$ cat config.mk
export PLATFORM = sky130hd
export DESIGN_NAME = pwrStateMon
export DESIGN_NICKNAME = d
export VERILOG_FILES = /design/src/rtl/pwrMonPkg.sv /design/src/rtl/pwrMonCnt.sv /design/src/rtl/pwrMonCtl.sv /design/src/rtl/pwrStateMon.sv
export SDC_FILE = /design/constraint.sdc
export NUM_CORES = 1
export LEC_CHECK = 0
export ABC_AREA = 1
export CELL_PAD_IN_SITES_DETAIL_PLACEMENT = 0
export CELL_PAD_IN_SITES_GLOBAL_PLACEMENT = 1
export CORE_MARGIN = 3
export CORE_UTILIZATION = 38
export DETAILED_ROUTE_END_ITERATION = 16
export DONT_BUFFER_PORTS = 1
export GPL_TIMING_DRIVEN = 0
export PLACE_DENSITY = 0.8
export REMOVE_ABC_BUFFERS = 1
export SLEW_MARGIN = 10
export SYNTH_ARGS = -nofsm -noshare
export SYNTH_HDL_FRONTEND = slang
export SYNTH_SLANG_ARGS = --single-unit
$ cat constraint.sdc
create_clock -name clk -period 1.3 [get_ports clk]
set_input_delay 0.26 -clock clk [delete_from_list [all_inputs] [get_ports clk]]
set_output_delay 0.26 -clock clk [all_outputs]
set_load 0.02 [all_outputs]
$ cat src/rtl/pwrMonPkg.sv
package pwrMonPkg;

  typedef enum logic [2:0] {
    CMD_DESEL = 3'd0,
    CMD_NOP   = 3'd1,
    CMD_ACT   = 3'd2,
    CMD_RD    = 3'd3,
    CMD_WR    = 3'd4,
    CMD_PRE   = 3'd5,
    CMD_AREF  = 3'd6,
    CMD_MRS   = 3'd7
  } cmdCode_e;

  typedef enum logic [2:0] {
    ST_IDLE   = 3'd0,
    ST_ACTIVE = 3'd1,
    ST_PDN    = 3'd2,
    ST_SREF   = 3'd3,
    ST_PDX    = 3'd4,
    ST_SRX    = 3'd5
  } monState_e;

  // strobes from control to the window counter
  typedef struct packed {
    logic loadXpn;
    logic loadSrx;
    logic decr;
  } cntCtl_t;

  function automatic logic isQuietCmd(input logic [2:0] code);
    return (code == CMD_DESEL) || (code == CMD_NOP);
  endfunction

endpackage

$ cat src/rtl/pwrMonCnt.sv
module pwrMonCnt
  import pwrMonPkg::*;
#(
  parameter int CNT_W = 16,
  parameter int XPN_W = 8
) (
  input  logic             clk,
  input  logic             rstN,
  input  logic             cke,
  input  cntCtl_t          ctl,
  input  logic [XPN_W-1:0] xpnCycles,
  input  logic [CNT_W-1:0] srxCycles,
  output logic             ckePrev,
  output logic             winLast,
  output logic             xpnZero,
  output logic             srxZero
);

  localparam logic [CNT_W-1:0] ONE = CNT_W'(1);

  logic [CNT_W-1:0] winCnt;

  always_ff @(posedge clk) begin
    if (!rstN) begin
      ckePrev <= 1'b1;
      winCnt  <= '0;
    end else begin
      ckePrev <= cke;
      if (ctl.loadXpn) begin
        winCnt <= CNT_W'(xpnCycles);
      end else if (ctl.loadSrx) begin
        winCnt <= srxCycles;
      end else if (ctl.decr && (winCnt != '0)) begin
        winCnt <= winCnt - ONE;
      end
    end
  end

  assign winLast = (winCnt <= ONE);
  assign xpnZero = (xpnCycles == '0);
  assign srxZero = (srxCycles == '0);

endmodule

$ cat src/rtl/pwrMonCtl.sv
module pwrMonCtl
  import pwrMonPkg::*;
(
  input  logic       clk,
  input  logic       rstN,
  input  logic       cke,
  input  logic       ckePrev,
  input  logic [2:0] cmdCode,
  input  logic       bankActive,
  input  logic       winLast,
  input  logic       xpnZero,
  input  logic       srxZero,
  output cntCtl_t    ctl,
  output logic [2:0] monState,
  output logic       pdActive,
  output logic       errPulse
);

  monState_e curState, nxtState;
  logic      fromOpen, fromOpenNxt;
  logic      errNxt;
  logic      quiet;
  monState_e liveState;
  monState_e pdReturn;

  assign quiet     = isQuietCmd(cmdCode);
  assign liveState = bankActive ? ST_ACTIVE : ST_IDLE;
  assign pdReturn  = fromOpen ? ST_ACTIVE : ST_IDLE;

  always_comb begin
    nxtState    = curState;
    fromOpenNxt = fromOpen;
    errNxt      = 1'b0;
    ctl         = '0;
    unique case (curState)
      ST_IDLE, ST_ACTIVE: begin
        nxtState = liveState;
        if (ckePrev && !cke) begin
          if (quiet) begin
            nxtState    = ST_PDN;
            fromOpenNxt = bankActive;
          end else if ((cmdCode == CMD_AREF) && !bankActive) begin
            nxtState = ST_SREF;
          end else begin
            errNxt = 1'b1;
          end
        end else if (!ckePrev) begin
          errNxt = 1'b1;
        end
      end
      ST_PDN: begin
        if (cke) begin
          errNxt = !quiet;
          if (xpnZero) begin
            nxtState = pdReturn;
          end else begin
            nxtState    = ST_PDX;
            ctl.loadXpn = 1'b1;
          end
        end
      end
      ST_SREF: begin
        if (cke) begin
          errNxt = !quiet;
          if (srxZero) begin
            nxtState = ST_IDLE;
          end else begin
            nxtState    = ST_SRX;
            ctl.loadSrx = 1'b1;
          end
        end
      end
      ST_PDX, ST_SRX: begin
        errNxt   = !quiet || !cke;
        ctl.decr = 1'b1;
        if (winLast) begin
          nxtState = (curState == ST_PDX) ? pdReturn : ST_IDLE;
        end
      end
      default: begin
        nxtState = ST_IDLE;
        errNxt   = 1'b1;
      end
    endcase
  end

  always_ff @(posedge clk) begin
    if (!rstN) begin
      curState <= ST_IDLE;
      fromOpen <= 1'b0;
      errPulse <= 1'b0;
    end else begin
      curState <= nxtState;
      fromOpen <= fromOpenNxt;
      errPulse <= errNxt;
    end
  end

  assign monState = curState;
  assign pdActive = fromOpen && ((curState == ST_PDN) || (curState == ST_PDX));

endmodule

$ cat src/rtl/pwrStateMon.sv
module pwrStateMon
  import pwrMonPkg::*;
#(
  parameter int CNT_W = 16,
  parameter int XPN_W = 8
) (
  input  logic             clk,
  input  logic             rstN,
  input  logic             cke,
  input  logic [2:0]       cmdCode,
  input  logic             bankActive,
  input  logic [XPN_W-1:0] xpnCycles,
  input  logic [CNT_W-1:0] srxCycles,
  output logic [2:0]       monState,
  output logic             pdActive,
  output logic             errPulse
);

  cntCtl_t ctl;
  logic    ckePrev;
  logic    winLast;
  logic    xpnZero;
  logic    srxZero;

  pwrMonCtl u_ctl (
    .clk       (clk),
    .rstN      (rstN),
    .cke       (cke),
    .ckePrev   (ckePrev),
    .cmdCode   (cmdCode),
    .bankActive(bankActive),
    .winLast   (winLast),
    .xpnZero   (xpnZero),
    .srxZero   (srxZero),
    .ctl       (ctl),
    .monState  (monState),
    .pdActive  (pdActive),
    .errPulse  (errPulse)
  );

  pwrMonCnt #(
    .CNT_W(CNT_W),
    .XPN_W(XPN_W)
  ) u_cnt (
    .clk      (clk),
    .rstN     (rstN),
    .cke      (cke),
    .ctl      (ctl),
    .xpnCycles(xpnCycles),
    .srxCycles(srxCycles),
    .ckePrev  (ckePrev),
    .winLast  (winLast),
    .xpnZero  (xpnZero),
    .srxZero  (srxZero)
  );

endmodule

==> results.json, run 1 <==
{
  "crit_start": "u_cnt.winCnt[1]",
  "maxCapViolations": 0,
  "avgSynthCellArea_um2": 5.87,
  "hold_viol_final": 0,
  "nNetsFinal": 359,
  "ios": 36,
  "fin_tns_setup_ps": -2680,
  "yosysWarnings": 0,
  "p_sw_mw": 0.769,
  "grt_max_degree": 14,
  "syn_area_mm2": 0.00172,
  "die_w_um": 73.3,
  "whs_endpoint": "u_cnt.ckePrev",
  "initial_core_util": 0.412,
  "ys_ff_latch": 22,
  "cp-start-kind": "flip-flop",
  "violations": "setup timing",
  "hpwlAfterDp_mm": 3.42,
  "drive_above_1_share": 0.336,
  "cts.sinks": 22,
  "post-route-util": 0.575,
  "path_class": "reg2reg",
  "netSwitchingFraction": 0.342,
  "setup_viol": 19,
  "hold_depth": 1,
  "crit_fanout": 7,
  "ant_nets": 0,
  "layout_common_cells": "nand2_1 (74), inv_1 (36), nor2_1 (30)",
  "crit_path_end_kind": "flip-flop",
  "core-area_mm2": 0.00417,
  "fp.dieArea_mm2": 0.00537,
  "min_period_ps": 1490,
  "place_congestion": 0.831,
  "grt_setup_unrepaired": "yes",
  "skew_ps": 6.63,
  "peakVddDrop_mv": 0.578,
  "antennaDiodeCount": 0,
  "r2r_end": "u_cnt.winCnt[5]",
  "drc": 0,
  "yosysSeqAreaShare": 0.256,
  "clk_pin_slew_ps": 100,
  "grt_pass1_vias": 1925,
  "drv_slew": 0,
  "finalCritPeriodShare": 1.15,
  "hp-start": "rstN",
  "r2r_setup_slack_ps": -190,
  "fin_cells": 374,
  "power_frac_seq": 0.340,
  "postPlaceCellArea_mm2": 0.00174,
  "cts_buffers": 3,
  "rows": 23,
  "layout_commonest_cell": "nand2_1",
  "vias_per_cell": 5.32,
  "worstMarginPinSlew_ps": 434,
  "max_clock_freq_mhz": 670,
  "clock_path_buffers": 2,
  "maxSlewHeadroom": 0.710,
  "clk-insertion-delay-late_ps": 270,
  "design_area_mm2": 0.00240,
  "r2r_cells": 12,
  "port_buffers": 0,
  "p_clk_frac": 0.302,
  "num_vias": 1990,
  "overflow": 0,
  "routedWlPerCell_um": 15.0,
  "worstPathArrival_ps": 1670,
  "dp_cells": 338,
  "h-tree-depth": 1,
  "setup_ws_ps": -193,
  "power.leakage_nw": 1.13,
  "cts_tree": "yes",
  "grt_pass1_wl_mm": 8.75,
  "powerDensity_mw_per_mm2": 937,
  "hold_path_class": "in2reg",
  "required_ps": 1480,
  "syn_to_final_growth_pct": 39.6,
  "pwr-share-comb": 0.358,
  "cts-root-buf": "clkbuf_8",
  "synth_cell_type_count": 25,
  "drt_pass1_iterations": 6,
  "antenna_found_initial": 0,
  "r2r_start": "u_cnt.winCnt[1]",
  "drt_iter0_markers": 85,
  "p_int_mw": 1.48,
  "status": "complete, but fails checks",
  "die-height_um": 73.3,
  "dp_slack_ps": -733,
  "postSynthCellCount": 293,
  "track_usage": 0.208,
  "wl_mm": 5.61
}
worst max-delay path: stages, from the launching register on:
cell and delay, ps:
dfxtp_2 380, inv_4 60, ha_4 150, nand2_2 70
nor2_2 40, nand2_2 110, nand2_8 80, buf_6 140
buf_4 130, nand4_1 80, nand3_1 70, nand2_1 60
inv_1 30
per-stage QoR:
step	power, mW	hold slack, ps
2_1_floorplan	1.24	329
3_3_place_gp	1.33	331
3_5_place_dp	1.34	339
4_1_cts	2.12	41.3
5_1_grt	2.38	45.5
6_report	2.25	45.3
repair_timing:
action / 4_1_cts / 5_1_grt
endpoints found under the hold margin: 0 / 0
gates cloned: 5 / 0
setup endpoints to repair: 19 / 19
pin swaps: 20 / 17
setup buffers: 17 / 10
hold buffers: 0 / 0
gates resized for setup: 68 / 36
flip-flops by register name (all words and copies together), names as in the netlist:
register / flops
u_cnt.ckePrev: 1
u_ctl.monState: 3
u_cnt.winCnt: 16
u_ctl.errPulse: 1
u_ctl.fromOpen: 1
worst max-delay path by stage:
stage,end,slack (ps),cells after the start
finish,u_cnt.winCnt[5],-190,12
global route,u_cnt.winCnt[6],-260,12
CTS,u_cnt.winCnt[4],-150,10
detailed placement,u_cnt.winCnt[0],-730,8
global placement,u_cnt.winCnt[7],-750,8
floorplan,u_cnt.winCnt[13],-340,9
cell type report:
| type | instances | area [µm²] |
|---|---|---|
| clock buffer | 3 | 41.3 |
| clock inverter | 1 | 30.0 |
| fill | 402 | 1770 |
| inverter | 45 | 194 |
| multi-input combinational | 226 | 1360 |
| sequential | 22 | 478 |
| tap | 50 | 62.6 |
| timing repair buffer | 27 | 234 |
cells in the mapped netlist:
cell type / number / area (µm²)
buf_4: 2 / 15.0
nand4_1: 11 / 68.8
buf_8: 1 / 15.0
nand3_1: 25 / 125
clkinv_1: 1 / 3.75
o21ai_0: 8 / 40.0
nand3_2: 1 / 10.0
xnor2_1: 9 / 78.8
inv_1: 42 / 158
nand2_4: 2 / 22.5
nand2_2: 1 / 6.26
o22ai_1: 1 / 6.26
nor3_1: 5 / 25.0
nand2_1: 87 / 327
nor2_1: 41 / 154
and2_1: 1 / 6.26
ha_1: 3 / 37.5
a31oi_1: 3 / 18.8
xor2_1: 3 / 26.3
inv_2: 2 / 7.51
dfxtp_1: 22 / 440
nor2_4: 2 / 22.5
nor2_2: 4 / 25.0
buf_2: 2 / 10.0
a21oi_1: 14 / 70.1
kinds of logic after synthesis:
| family | Yosys count | synth area share |
|---|---|---|
| simple gates | 180 | 0.461 |
| buf+inv | 50 | 0.122 |
| flops | 22 | 0.256 |
| fa+ha+maj | 3 | 0.0218 |
| compound gates | 26 | 0.0786 |
| xor+xnor | 12 | 0.0611 |
layer usage:
metal / GRT usage / routed length [µm]
met4: 0.0615 / 151
met2: 0.362 / 2780
met5: 0 / 0
met1: 0.247 / 2350
met3: 0.0561 / 325
power groups by stage:
stage,logic (mW),clock network (mW),registers (mW)
5_1_grt,0.894,0.716,0.769
3_5_place_dp,0.568,0,0.769
2_1_floorplan,0.478,0,0.760
3_3_place_gp,0.565,0,0.769
4_1_cts,0.680,0.684,0.761
6_report,0.804,0.679,0.765
No activity file was read; power rests on OpenSTA's default activity.
==> inputs of run 2 (changes only) <==
==> constraint.sdc (replaced) <==
create_clock -name clk -period 1.25 [get_ports clk]
set_input_delay 0.125 -clock clk [delete_from_list [all_inputs] [get_ports clk]]
set_output_delay 0.125 -clock clk [all_outputs]
set_load 0.02 [all_outputs]
==> run 2 against run 1 <==
Compared with the run above: the flow finishes with violations (hold timing, setup timing); worst hold slack got worse by 49 ps; first-iteration DRC count is 7.1% higher; maximum frequency fell by 0.22%; global-route usage increased by 1.1 points; non-clock buffer count is 5 higher; critical path depth fell by 2; cell area increased by 5.6%; clock skew increased by 8.1 ps; flip-flop and latch count did not move; critical path type unchanged; critical endpoint is now u_cnt.winCnt[8]; largest cell class unchanged.
==> results.json, run 2 (synthesis gave the netlist of run 1 again) <==
{
  "status": "complete, but fails checks",
  "violations": "hold timing, setup timing",
  "skew_ps": 14.8,
  "port_buffers": 0,
  "cts_tree": "yes",
  "clk_pin_slew_ps": 100,
  "max_clock_freq_mhz": 668,
  "drt_pass1_iterations": 5,
  "num-fill-cells": 382,
  "finalCritPeriodShare": 1.20,
  "min_period_ps": 1500,
  "hold_path_class": "in2reg",
  "clk-insertion-delay-late_ps": 280,
  "rows": 23,
  "cts_buffers": 3,
  "cts-root-buf": "clkbuf_8",
  "grt_max_degree": 14,
  "setup_ws_ps": -246,
  "cts.sinks": 22,
  "power.leakage_nw": 1.19,
  "slowest_delay_ps": 380,
  "layout_commonest_cell": "nand2_1",
  "num_vias": 2025,
  "power.total_mw": 2.38,
  "worstPathArrival_ps": 1670,
  "peakVddDrop_mv": 0.492,
  "crit_fanout": 8,
  "fp.dieArea_mm2": 0.00537,
  "maxCapViolations": 0,
  "antennaDiodeCount": 0,
  "die-height_um": 73.3,
  "routedWlPerCell_um": 15.9,
  "drv_slew": 0,
  "h-tree-depth": 1,
  "grt_pass1_wl_mm": 9.16,
  "regMostFlops": "u_cnt.winCnt",
  "drt_iter0_markers": 91,
  "postPlaceCellArea_mm2": 0.00174,
  "path_cells": "inv_4 -> ha_4 -> nand2_4 -> nor2_4 -> nand2_2 -> nand2_8 -> buf_4 -> nor2_2 -> xnor2_1 -> a21oi_1",
  "path_delay_family": "simple AND/OR/NAND/NOR gates",
  "wl_mm": 6.03,
  "core-area_mm2": 0.00417,
  "syn_to_final_growth_pct": 47.5,
  "setup_viol": 19,
  "maxSlewHeadroom": 0.752,
  "ant_nets": 0,
  "fin_tns_setup_ps": -3650,
  "seqCellArea_um2": 487,
  "powerDensity_mw_per_mm2": 939,
  "crit_path_end_kind": "flip-flop",
  "required_ps": 1420,
  "path_class": "reg2reg",
  "drive_above_1_share": 0.371,
  "nNetsFinal": 364,
  "hold_viol_final": 1,
  "grt_setup_unrepaired": "yes",
  "largest_register_ffs": 16,
  "cpMaxStageDelayCell": "dfxtp_2",
  "worstMarginPinSlew_ps": 369,
  "critPathBufInv": 2,
  "whs_ps": -4.21,
  "overflow": 0,
  "vias_per_cell": 5.34,
  "drc": 0,
  "place_congestion": 0.831,
  "die_w_um": 73.3,
  "hpwlAfterDp_mm": 3.42,
  "design_area_mm2": 0.00253,
  "multi_input_area_mm2": 0.00141,
  "ios": 36,
  "cp-start-kind": "flip-flop",
  "initial_core_util": 0.412,
  "layout_common_cells": "nand2_1 (74), inv_1 (34), nor2_1 (27)",
  "clock_path_buffers": 2,
  "antenna_found_initial": 0,
  "track_usage": 0.219,
  "grt_pass1_vias": 2003
}
==> run 2: cell count changes in the layout (fill, tap and decap cells not counted), sizes merged <==
cell | previous run | this run
buf | 27 | 29
inv | 44 | 45
nand3 | 30 | 29
dlygate4sd3 | 0 | 3
==> run 2: worst paths after layout <==
kind                    start          endpoint  slack [ps]  cells past startpoint
min reg2reg  u_cnt.winCnt[11]  u_cnt.winCnt[11]         520                      2
max reg2reg   u_cnt.winCnt[0]   u_cnt.winCnt[8]        -250                     10
min             srxCycles[11]  u_cnt.winCnt[11]          -4                      2
max           u_cnt.winCnt[0]   u_cnt.winCnt[8]        -250                     10
==> run 2: power breakdown <==
group	internal, mW	leakage (nW)	switching [mW]	total, mW
logic	0.382	0.967	0.495	0.876
clock network	0.429	0.0357	0.279	0.708
registers	0.732	0.191	0.0640	0.796
total	1.54	1.19	0.838	2.38
==> run 2: routing by layer <==
metal | GRT usage | vias to the layer above | wire [µm]
met5 | 0 | - | 0
met1 | 0.258 | 949 | 2440
met4 | 0.0635 | 0 | 73
met2 | 0.389 | 66 | 3110
li1 | - | 1004 | -
met3 | 0.0534 | 6 | 410
==> run 2: worst reg2reg max path, cell delays in order, from the launching register on <==
cell,delay [ps]
dfxtp_2,380
inv_4,60
ha_4,160
nand2_4,60
nor2_4,40
nand2_2,100
nand2_8,90
buf_4,150
nor2_2,110
xnor2_1,150
a21oi_1,90
==> run 2: metrics by stage <==
step / instances / util / setup slack, ps
finish: 379 / 0.607 / -246
global route: 379 / 0.607 / -313
CTS: 374 / 0.552 / -193
detailed placement: 338 / 0.417 / -783
global placement: 338 / 0.417 / -802
floorplan: 288 / - / -390
==> run 2: timing repair <==
action	CTS	global route
resized for setup	78	52
setup buffers	25	5
endpoints found under the hold margin	6	0
gates cloned	5	0
hold buffers	3	0
setup endpoints to repair	19	19
pin swaps	38	33
==> run 2: layout make-up <==
type                    instances  share of cell area
inverters                      45              0.0765
flip-flops and latches         22               0.192
clock inverters                 1              0.0118
repair inverters                1             0.00247
well taps                      50              0.0247
repair buffers                 32               0.119
multi-input cells             225               0.557
clock buffers                   3              0.0163
==> inputs of run 3 (changes only) <==
- CORE_ASPECT_RATIO: unset -> 0.75
- CORE_UTILIZATION: 38 -> 39
- PLACE_DENSITY: 0.8 -> 0.81
- SYNTH_HIERARCHICAL: unset -> 1
- TNS_END_PERCENT: unset -> 10
==> run 3 against run 2 <==
Compared with the run above: via count decreased by 4.9%; non-clock buffer count is 14 lower; synthesized cell count rose by 1.7%; the run ends with setup timing left; synthesized area is 6.6% higher; wire length is 15% lower; global-route usage down 2.3 points.
==> results.json, run 3 <==
{
  "status": "complete, but fails checks",
  "violations": "setup timing",
  "path_cells": "inv_2 -> nor2_1 -> nand2_2 -> nor2_4 -> buf_12 -> nor2_4 -> a21boi_4 -> nor2_2 -> nor2_1 -> nor2_1",
  "synthAdderAreaFrac": 0.0137,
  "finalCritPeriodShare": 1.26,
  "drc": 0,
  "async_flop_share": 0,
  "clock_path_buffers": 2,
  "syn_to_final_growth_pct": 24.4,
  "slowest_delay_ps": 370,
  "pwr-share-comb": 0.421,
  "layout_common_cells": "nand2_1 (78), nor2_1 (46), inv_1 (24)",
  "cts_tree": "yes",
  "path_common_cell": "nor2_1",
  "dp_slack_ps": -1420,
  "cpMaxStageDelayCell": "dfxtp_2",
  "crit_path_end_kind": "flip-flop",
  "h-tree-depth": 1,
  "hp-start": "cke",
  "hold_viol_final": 0,
  "wl_met1_mm": 2.41,
  "drt_pass1_iterations": 4,
  "clk-insertion-delay-late_ps": 270,
  "grt_pass1_vias": 1878,
  "min_period_ps": 1580,
  "skew_ps": 3.17,
  "path_depth": 10,
  "hpwlAfterDp_mm": 3.82,
  "antenna_found_initial": 0,
  "power.leakage_nw": 1.07,
  "yosysSeqAreaShare": 0.240,
  "power_frac_seq": 0.316,
  "r2r_end": "u_cnt/winCnt[6]",
  "yosysTopAreaCellShare": 0.240,
  "r2r_cells": 10,
  "r2r_setup_slack_ps": -330,
  "regMostFlops": "u_cnt/winCnt",
  "place_congestion": 0.855,
  "critPathBufInv": 2,
  "drv_slew": 0,
  "cts.sinks": 22,
  "synth_compound_area_frac": 0.113,
  "hold_path_class": "in2reg",
  "yosys.area.top_type": "dfxtp_1",
  "power.total_mw": 2.58,
  "avgSynthCellArea_um2": 6.15,
  "die-height_um": 65.4,
  "synthTopCellsByCount": "nand2_1 (83), nor2_1 (49), inv_1 (28), nand3_1 (25), dfxtp_1 (22)",
  "whs_ps": 36.2,
  "required_ps": 1410,
  "initial_core_util": 0.428,
  "rows": 20,
  "top_layer": "met4",
  "layout_commonest_cell": "nand2_1",
  "ant_nets": 0,
  "wl_mm": 5.13,
  "clk_pin_slew_ps": 80,
  "syn_area_mm2": 0.00183,
  "synth_edf_count": 0,
  "cp-start-kind": "flip-flop",
  "fin_tns_setup_ps": -5150,
  "fp.dieArea_mm2": 0.00557,
  "ys_ff_latch": 22,
  "num-fill-cells": 445,
  "cts-root-buf": "clkbuf_8",
  "peakVddDrop_mv": 0.570,
  "yosysMostFrequentCell": "nand2_1",
  "p_clk_frac": 0.263,
  "path_delay_family": "simple AND/OR/NAND/NOR gates",
  "ios": 36,
  "netSwitchingFraction": 0.381,
  "maxCapViolations": 0,
  "core-area_mm2": 0.00428,
  "dr_wl_met3_um": 321,
  "post-route-util": 0.533,
  "postSynthCellCount": 298,
  "worstPathArrival_ps": 1740,
  "synthMuxAreaShare": 0.0109,
  "powerDensity_mw_per_mm2": 1130,
  "p_int_mw": 1.60,
  "seqCellArea_um2": 458,
  "port_buffers": 0,
  "num_vias": 1925,
  "worstMarginPinSlew_ps": 393,
  "max_clock_freq_mhz": 633,
  "routedWlPerCell_um": 13.8,
  "synthXorXnorAreaFrac": 0.00478,
  "die_w_um": 85.2,
  "drive_above_1_share": 0.256,
  "grt_max_degree": 14,
  "p_sw_mw": 0.983,
  "synth_cell_type_count": 34,
  "maxSlewHeadroom": 0.735,
  "r2r_start": "u_ctl/monState[0]",
  "multi_input_area_mm2": 0.00137,
  "setup_ws_ps": -330,
  "yosys.area_share.simple": 0.541,
  "vias_per_cell": 5.19,
  "routed-wl-met2_mm": 2.38,
  "synth_ff_type": "dfxtp_1",
  "synth_top_family_by_area": "simple AND/OR/NAND/NOR gates",
  "yosysWarnings": 6,
  "track_usage": 0.196,
  "whs_endpoint": "u_ctl/errPulse",
  "antennaDiodeCount": 0,
  "crit_fanout": 9,
  "largest_register_ffs": 16,
  "grt_setup_unrepaired": "yes",
  "synthTopCellsByArea": "dfxtp_1 (24%), nand2_1 (17%), nor2_1 (10%)",
  "hold_depth": 2,
  "setup_viol": 19,
  "overflow": 0,
  "nNetsFinal": 350,
  "drt_iter0_markers": 150,
  "path_class": "reg2reg",
  "grt_pass1_wl_mm": 8.80,
  "cts_buffers": 3
}
-- run 3: cell count changes after synthesis, sizes merged, moves of 5 or more --
cell	before	now
nor2	47	61
nand3b	0	5
o21ai	8	13
xnor2	9	0
nand4	11	5
nor4	0	6
inv	44	33
-- run 3: repair_timing --
action,4_1_cts,5_1_grt
endpoints found under the setup margin,19,19
hold buffers,2,0
setup buffers,13,3
hold endpoints to repair,6,0
resized for setup,37,14
pin swaps,19,7
-- run 3: cell families (layout without fill, tap and decap cells) --
kind of cell | Yosys count | count (layout)
muxes | 2 | 2
and+or+nand+nor | 199 | 199
xor gates and xnor gates | 1 | 1
DFF | 22 | 22
buffers and inverters | 37 | 55
AOI/OAI and AO/OA | 35 | 35
adders and majority gates | 2 | 2
-- run 3: worst max-delay path by stage --
stage	start	endpoint	slack, ps
4_1_cts	u_ctl/monState[1]	u_cnt/winCnt[4]	-350
3_3_place_gp	u_ctl/monState[1]	u_cnt/winCnt[6]	-1910
3_5_place_dp	u_ctl/monState[1]	u_cnt/winCnt[6]	-1420
2_1_floorplan	u_ctl/monState[1]	u_cnt/winCnt[6]	-1250
5_1_grt	u_ctl/monState[0]	u_cnt/winCnt[6]	-450
6_report	u_ctl/monState[0]	u_cnt/winCnt[6]	-330
-- run 3: cell type report --
class,instances,area share
clock buffer,3,0.0181
clock inverter,1,0.0132
inverter,33,0.0576
multi-input combinational,239,0.603
sequential,22,0.201
tap,55,0.0302
timing repair buffer,18,0.0774
-- run 3: per-layer routing --
layer	GRT usage	vias to the layer above
met5	0	-
met3	0.0489	4
met1	0.262	876
met4	0.0277	0
li1	-	1001
met2	0.326	44
-- run 3: per-stage QoR --
stage	instances	area, µm²
floorplan	294	1820
global placement	349	1880
detailed placement	349	1890
CTS	368	2220
global route	371	2280
finish	371	2280
-- run 3: power by group through the flow --
stage / clock network, mW / registers, mW / logic, mW
detailed placement: 0 / 0.827 / 0.916
global placement: 0 / 0.826 / 0.907
CTS: 0.699 / 0.813 / 1.01
floorplan: 0 / 0.812 / 0.768
global route: 0.718 / 0.822 / 1.23
finish: 0.679 / 0.815 / 1.09
